File: src/rtl/ctx_plane_pkg.sv
package ctx_plane_pkg;

  // Requested used-context count mapped into the legal range 1..max_ctx
  function automatic int clamp_used(int req, int max_ctx);
    if (req <= 0) return 1;
    if (req > max_ctx) return max_ctx;
    return req;
  endfunction

  // True when the code is the final one before the wrap
  function automatic logic is_last(int code, int used);
    return (code + 1) >= used;
  endfunction

endpackage

File: src/rtl/ctx_store.sv
module ctx_store #(
  parameter int NUM_CTX = 4,
  parameter int CFG_W   = 16,
  parameter int CTX_W   = 2
) (
  input  logic                            clk,
  input  logic                            rst,
  input  logic                            we,
  input  logic                            run_en,
  input  logic [CTX_W-1:0]                idx,
  input  logic [CFG_W-1:0]                wdata,
  output logic [NUM_CTX-1:0][CFG_W-1:0]   words,
  output logic                            wr_fire
);
  localparam logic [CTX_W:0] IDX_LIMIT = (CTX_W+1)'(NUM_CTX);

  logic idx_ok;
  assign idx_ok  = ({1'b0, idx} < IDX_LIMIT);
  assign wr_fire = we && !run_en && idx_ok;

  for (genvar g = 0; g < NUM_CTX; g++) begin : g_slot
    always_ff @(posedge clk) begin
      if (rst)
        words[g] <= '0;
      else if (wr_fire && (idx == CTX_W'(g)))
        words[g] <= wdata;
    end
  end
endmodule

File: src/rtl/ctx_counter.sv
module ctx_counter
  import ctx_plane_pkg::*;
#(
  parameter int NUM_CTX = 4,
  parameter int CTX_W   = 2,
  parameter int CNT_W   = 3
) (
  input  logic             clk,
  input  logic             rst,
  input  logic             run_en,
  input  logic             used_we,
  input  logic [CNT_W-1:0] used_val,
  output logic [CTX_W-1:0] ctx,
  output logic [CNT_W-1:0] used_cnt,
  output logic             wrap
);
  logic [CNT_W-1:0] used_next;

  assign used_next = CNT_W'(clamp_used(int'(used_val), NUM_CTX));
  assign wrap      = is_last(int'(ctx), int'(used_cnt));

  always_ff @(posedge clk) begin
    if (rst) begin
      used_cnt <= CNT_W'(NUM_CTX);
      ctx      <= '0;
    end else if (used_we) begin
      used_cnt <= used_next;
      ctx      <= '0;
    end else if (run_en) begin
      ctx <= wrap ? '0 : ctx + CTX_W'(1);
    end
  end
endmodule

File: src/rtl/ctx_onehot.sv
module ctx_onehot #(
  parameter int NUM_CTX = 4,
  parameter int CTX_W   = 2,
  parameter int CNT_W   = 3
) (
  input  logic [CTX_W-1:0]   ctx,
  input  logic [CNT_W-1:0]   used_cnt,
  output logic [NUM_CTX-1:0] sel
);
  for (genvar g = 0; g < NUM_CTX; g++) begin : g_sel
    assign sel[g] = (ctx == CTX_W'(g)) && (CNT_W'(g) < used_cnt);
  end
endmodule

File: src/rtl/ctx_andor.sv
module ctx_andor #(
  parameter int NUM_CTX = 4,
  parameter int CFG_W   = 16
) (
  input  logic                          clk,
  input  logic                          rst,
  input  logic [NUM_CTX-1:0][CFG_W-1:0] words,
  input  logic [NUM_CTX-1:0]            sel,
  output logic [CFG_W-1:0]              cfg_out
);
  logic [CFG_W-1:0] picked;

  always_comb begin
    picked = '0;
    for (int i = 0; i < NUM_CTX; i++)
      picked = picked | (words[i] & {CFG_W{sel[i]}});
  end

  always_ff @(posedge clk) begin
    if (rst) cfg_out <= '0;
    else     cfg_out <= picked;
  end
endmodule

File: src/rtl/ctx_plane_sel.sv
module ctx_plane_sel #(
  parameter int NUM_CTX = 4,
  parameter int CFG_W   = 16,
  parameter int CTX_W   = (NUM_CTX > 1) ? $clog2(NUM_CTX) : 1,
  parameter int CNT_W   = $clog2(NUM_CTX + 1)
) (
  input  logic             clk,
  input  logic             rst,
  input  logic             run_en,
  input  logic             ld_we,
  input  logic [CTX_W-1:0] ld_ctx,
  input  logic [CFG_W-1:0] ld_word,
  input  logic             used_we,
  input  logic [CNT_W-1:0] used_val,
  output logic [CTX_W-1:0] ctx_code,
  output logic [CFG_W-1:0] cfg_out
);
  logic [NUM_CTX-1:0][CFG_W-1:0] words;
  logic                          wr_fire;
  logic [CNT_W-1:0]              used_cnt;
  logic                          wrap;
  logic [NUM_CTX-1:0]            sel_oh;

  ctx_store #(.NUM_CTX(NUM_CTX), .CFG_W(CFG_W), .CTX_W(CTX_W)) u_store (
    .clk(clk), .rst(rst), .we(ld_we), .run_en(run_en), .idx(ld_ctx),
    .wdata(ld_word), .words(words), .wr_fire(wr_fire)
  );

  ctx_counter #(.NUM_CTX(NUM_CTX), .CTX_W(CTX_W), .CNT_W(CNT_W)) u_cnt (
    .clk(clk), .rst(rst), .run_en(run_en), .used_we(used_we),
    .used_val(used_val), .ctx(ctx_code), .used_cnt(used_cnt), .wrap(wrap)
  );

  ctx_onehot #(.NUM_CTX(NUM_CTX), .CTX_W(CTX_W), .CNT_W(CNT_W)) u_oh (
    .ctx(ctx_code), .used_cnt(used_cnt), .sel(sel_oh)
  );

  ctx_andor #(.NUM_CTX(NUM_CTX), .CFG_W(CFG_W)) u_mux (
    .clk(clk), .rst(rst), .words(words), .sel(sel_oh), .cfg_out(cfg_out)
  );
endmodule

File: config.mk
export PLATFORM = sky130hd
export DESIGN_NAME = ctx_plane_sel
export DESIGN_NICKNAME = d
export VERILOG_FILES = /design/src/rtl/ctx_plane_pkg.sv /design/src/rtl/ctx_store.sv /design/src/rtl/ctx_counter.sv /design/src/rtl/ctx_onehot.sv /design/src/rtl/ctx_andor.sv /design/src/rtl/ctx_plane_sel.sv
export SDC_FILE = /design/constraint.sdc
export NUM_CORES = 1
export LEC_CHECK = 0
export BUFFER_PORTS_ARGS = -buffer_cell sky130_fd_sc_hd__buf_2
export CAP_MARGIN = 40
export CORE_MARGIN = 2
export CORE_UTILIZATION = 35
export DETAILED_ROUTE_END_ITERATION = 10
export HOLD_SLACK_MARGIN = 0.1
export PLACE_DENSITY = 0.52
export SYNTH_ARGS = -nofsm -noshare
export SYNTH_HDL_FRONTEND = slang
export SYNTH_SLANG_ARGS = --single-unit
File: constraint.sdc
create_clock -name clk -period 4.25 [get_ports clk]
set_input_delay 0.425 -clock clk [delete_from_list [all_inputs] [get_ports clk]]
set_output_delay 0.425 -clock clk [all_outputs]
set_load 0.01 [all_outputs]
== After elaboration in Yosys (flattened, before gate mapping) ==
Index checks and enable logic that the tools add are counted.
W data, S select, Z words.

* Output and inout bits: 18
* Bits in registers: 85
* Bits of input ports: 26
* Logic and storage cells: 50

* $add $sub $neg: 2
* Order comparisons: 7
* Reductions and logical operators: 13
* Multiplexer cells: 8
* Bitwise operators: 7
* Eq/ne operators: 6

{| class="wikitable"
|+ Operators with widths
! cell !! count
|-
| $and A16 B16 Y16 || 4
|-
| $or A16 B16 Y16 || 3
|-
| $ge A32 B4 Y1 || 1
|-
| $logic_and A1 B1 Y1 || 9
|-
| $mux W3 || 3
|-
| $eq A2 B2 Y1 const B || 4
|-
| $lt A1 B3 Y1 const A || 2
|-
| $lt A2 B3 Y1 const A || 2
|-
| $eq A2 B1 Y1 const B || 2
|-
| $logic_not A2 Y1 || 2
|-
| $mux W1 || 4
|-
| $add A2 B1 Y3 const B || 1
|-
| $gt A3 B3 Y1 const B || 1
|-
| $le A3 B1 Y1 const B || 1
|-
| $add A2 B1 Y2 const B || 1
|-
| $mux W2 || 1
|-
| $reduce_or A2 Y1 || 1
|-
| $logic_not A1 Y1 || 1
|}

== Depth between registers and ports, before layout ==
* Depth in word-level cells: 6
* Mapped depth: 7
* Depth with buffers taken out: 6

== Hierarchy ==
Synthesis repeated with hierarchy kept, for this count alone.

* Cells, all modules: 344
* Area total of the unflattened synthesis: 3,807.4 µm²

{| class="wikitable"
|+ Modules (own cells, without submodules)
! module !! instances !! cells an instance !! area each (µm²) !! sequential area each (µm²)
|-
| ctx_store || 1 || 230 || 2,585.0 || 1,281.2
|-
| ctx_andor || 1 || 74 || 894.6 || 320.3
|-
| ctx_counter || 1 || 33 || 286.5 || 100.1
|-
| ctx_onehot || 1 || 7 || 41.3 || 0.0
|}

== Worst setup path before layout ==
No wires, ideal clock.

* Path type: register -> register
* Start point: register u_cnt.ctx[0]
* End point: register u_mux.cfg_out[13]
* Path buffers: 2
* Stages on the path, launching flop included: 8
* Library setup time: 0.137 ns
* Period minus slack after synthesis: 1.624 ns
* Setup slack: 2.626 ns
* Required time: 4.113 ns
* Data arrival time: 1.487 ns
* Cell sequence: dfxtp_1 -> inv_1 -> ha_1 -> nor2b_1 -> buf_2 -> buf_2 -> a222oi_1 -> a21oi_1

* Longest elaborated chain between the ends: 6
* Elaborated cells on any way between the ends: 15
* Those cells by class: eq/ne: 3; bitwise: 7; reduce/logical: 5

{| class="wikitable"
|+ RTL lines
! item !! line !! source
|-
| start, declared || ctx_counter.sv:13 || <nowiki>output logic [CTX_W-1:0] ctx,</nowiki>
|-
| start signal, assigned || ctx_counter.sv:30 || <nowiki>ctx <= wrap ? '0 : ctx + CTX_W'(1);</nowiki>
|-
| $eq A2 B1 Y1 or $logic_not A2 Y1 (tied branches) || ctx_onehot.sv:11 || <nowiki>assign sel[g] = (ctx == CTX_W'(g)) && (CNT_W'(g) < used_cnt);</nowiki>
|-
| $logic_and A1 B1 Y1 || ctx_onehot.sv:11 ||
|-
| $and A16 B16 Y16 || ctx_andor.sv:16 || <nowiki>picked = picked | (words[i] & {CFG_W{sel[i]}});</nowiki>
|-
| $or A16 B16 Y16 (2 in a row) || ctx_andor.sv:16 ||
|-
| $or A16 B16 Y16 (*) || ctx_andor.sv:16 ||
|-
| end signal, assigned || ctx_andor.sv:21 || <nowiki>else cfg_out <= picked;</nowiki>
|-
| end, declared || ctx_andor.sv:9 || <nowiki>output logic [CFG_W-1:0] cfg_out</nowiki>
|}

Mark *: on every way between the ends. The rest lies on a longest branch, timed or not.
A chain may end at the register's enable or synchronous reset.

== Final worst setup path ==
* Start point: register u_cnt.ctx[0]
* End point: register u_mux.cfg_out[6]

The elaborated chain is that of the path after synthesis.

==> flow_summary.toml <==
[yosys]
syn_area_sq_um = 3370
syn_inst = 397
synth_fp_nets = 431
synthFlopType = "dfxtp_1"
synth_top_area_share_pct = 50.4
yosysTopAreaCell = "dfxtp_1"
yosysSeqAreaShare_pct = 50.4
synth-seq-cells = 85
synth_edf_count = 0
syn_avg_cell_area_sq_um = 8.50
synth.distinct_cells = 34
yosys_warnings = 0
synth_area_leaders = "dfxtp_1, nand2_1, a21oi_1"
ys_async_sr_fraction_pct = 0

[sta]
hold_viol_final = 0
setup_slack_ps = 2360
hold_ws_ps = 322
setup_viol = 0
maxSlewViolCount = 0
rsz0062_at_grt = "no"
post-route-min-period_ps = 1890
fmax_ghz = 0.529
period_share_pct = 44.5
worst_pin_slew_ps = 843
tns_ps = 0
slew_headroom_pct = 43.6
skew_ps = 9.10

[grt]
antenna_found_initial = 0
grt_pass1_vias = 2713
overflow = 0
grt_pass1_wl_mm = 14.4
grt_usage_pct = 18.1
grt_max_degree = 42

[worst_setup_path]
critPathMaxFanout = 16
end_kind = "flop"
critical_path.top_delay_family = "adder cells"
critical_path_buf_inv_count = 0
reg2reg_from = "u_cnt.ctx[0]$_SDFFE_PP0P_"
path_cells = "ha_1 > ha_1 > a222oi_1 > a21oi_1"
critPathLaunch = "u_cnt.ctx[0]$_SDFFE_PP0P_"
cp_data_required_time_ps = 4540
worst_path_most_repeated_cell = "ha_1"
start_kind = "flop"
cpMaxStageDelayCell = "ha_1"
crit_arrival_ps = 2180
critical_path_class = "flop to flop"
cpPeakStageDelay_ps = 670
reg2reg_slack_ps = 2360

[route]
dr.pass1.iters = 6
drcViolationCount = 0
routedWlPerCell_microns = 15.6
antenna_violating_nets_post_route = 0
drt_iter0_markers = 204
vias_per_cell = 5.08
vias = 2854
drt_wl_total_mm = 8.79

[floorplan]
start_util_pct = 36.3
num_io_pins = 44
dieWidth_microns = 102
chipHeight_microns = 102
die-area_sq_um = 10400
fp-row-count = 35
core-area_sq_um = 9280

[min_path]
min_from = "ld_word[7]"
hp-class = "input pin to flop"

[cts]
clk_latency_ps = 360
cts.repair.resized = 0
numCtsBuffers = 9
cts_tree = "done"
postCtsHoldBufs = 0
post_cts.repair.setup_buffers = 0
cts.path.max_buffers = 2
clk_root_buffer_cell = "clkbuf_8"
clkSinkCount = 85
path_clk_slew_ps = 90
h-tree-depth = 3

[cells_and_area]
drive_above_1_share_pct = 20.3
area_delta_synth_final_pct = 15.2
n_antenna_cell = 0
utilization_pct = 41.9
nNetsFinal = 462
n_fill_cell = 956

[placed_design]
dpl_worst_slack_ps = 2390
finalWeightedCongestion = 0.732
hpwlAfterDp_mm = 5.56
port_buffers = 43

[pwr]
power.total_uw = 1570
powerDensity_nw_per_um2 = 405
irDropWorstVdd_mv = 0.189
p_leak_uw = 0.00138

[flow_run]
drv_cap = 0

[outcome]
status = "completed"
## cell families (layout without fill, tap and decap cells)
group	count (synthesis)	in the layout	share of synthesized area [%]
AOI/OAI and AO/OA	105	105	19.5
adders and majority gates	8	8	2.97
buffers and inverters	33	69	5.12
DFF	85	85	50.4
muxes	1	1	0.297
and+or+nand+nor	165	165	21.7
## stage by stage
step / cell area (sq um) / cells
6_report: 3890 / 562
5_1_grt: 3890 / 562
4_1_cts: 3890 / 562
3_5_place_dp: 3660 / 546
3_3_place_gp: 3610 / 543
2_1_floorplan: 3370 / 397
## layer usage
| layer | GRT usage (%) | routed length (microns) | vias up |
|---|---|---|---|
| met2 | 28.8 | 4100 | 81 |
| met3 | 3.63 | 519 | 14 |
| li1 | - | - | 1411 |
| met4 | 8.21 | 174 | 0 |
| met1 | 23.7 | 4000 | 1348 |
| met5 | 0 | 0 | - |
## where the power goes
| part | switching (uW) | leakage, uW | internal, uW |
|---|---|---|---|
| Clock | 293 | 0.000106 | 348 |
| Sequential | 10.0 | 0.000688 | 812 |
| Combinational | 72.3 | 0.000584 | 36.3 |
| Total | 376 | 0.00138 | 1200 |
## worst register-to-register path, stage by stage (launching register included)
cell and delay, ps:
dfxtp_1 450, ha_1 220, ha_1 670, a222oi_1 290, a21oi_1 200
## final timing paths
check / depth (start not counted) / endpoint
min reg2reg: 2 / u_mux.cfg_out[4]$_SDFF_PP0_
max: 4 / u_mux.cfg_out[6]$_SDFF_PP0_
max reg2reg: 4 / u_mux.cfg_out[6]$_SDFF_PP0_
min: 3 / u_store.words[39]$_SDFFE_PP0P_
## cell usage after synthesis, types with 2 or more instances
library cell	number
a21oi_1	73
a21oi_2	10
a222oi_1	16
buf_2	8
buf_4	2
buf_6	2
clkbuf_1	14
dfxtp_1	85
ha_1	8
inv_1	6
nand2_1	136
nand2_2	10
nand2b_1	2
nand3_1	2
nand3b_1	2
nor2_1	2
nor3b_4	2
## cell usage in the layout, fill, tap and decap left out, types with 2 or more instances in the layout
cell type / netlist / routed
nor2b_2: 1 / 2
clkinvlp_4: 0 / 2
clkbuf_8: 0 / 10
inv_1: 6 / 6
nor2_1: 2 / 2
a222oi_1: 16 / 16
nand3b_1: 2 / 2
buf_2: 8 / 43
buf_8: 0 / 2
dfxtp_1: 85 / 85
nand3_1: 2 / 2
bufinv_16: 0 / 2
ha_1: 8 / 8
nand2b_1: 2 / 2
nor3b_4: 2 / 2
nand2_2: 10 / 10
nand2_1: 136 / 136
a21oi_1: 73 / 73
a21oi_2: 10 / 10
## layout make-up
class | count | area, sq um | area share (%)
clock buffers | 11 | 141 | 3.64
repair buffers | 47 | 273 | 7.02
well taps | 129 | 161 | 4.15
multi-input cells | 279 | 1500 | 38.7
inverters | 6 | 22.5 | 0.580
flip-flops and latches | 85 | 1700 | 43.8
clock inverters | 5 | 83.8 | 2.16
## sequential cells by signal, indices dropped and copies added (netlist names)
| signal | count |
|---|---|
| u_store.words | 64 |
| u_cnt.used_cnt | 3 |
| u_cnt.ctx | 2 |
| u_mux.cfg_out | 16 |
No activity file was read; power rests on OpenSTA's default activity.
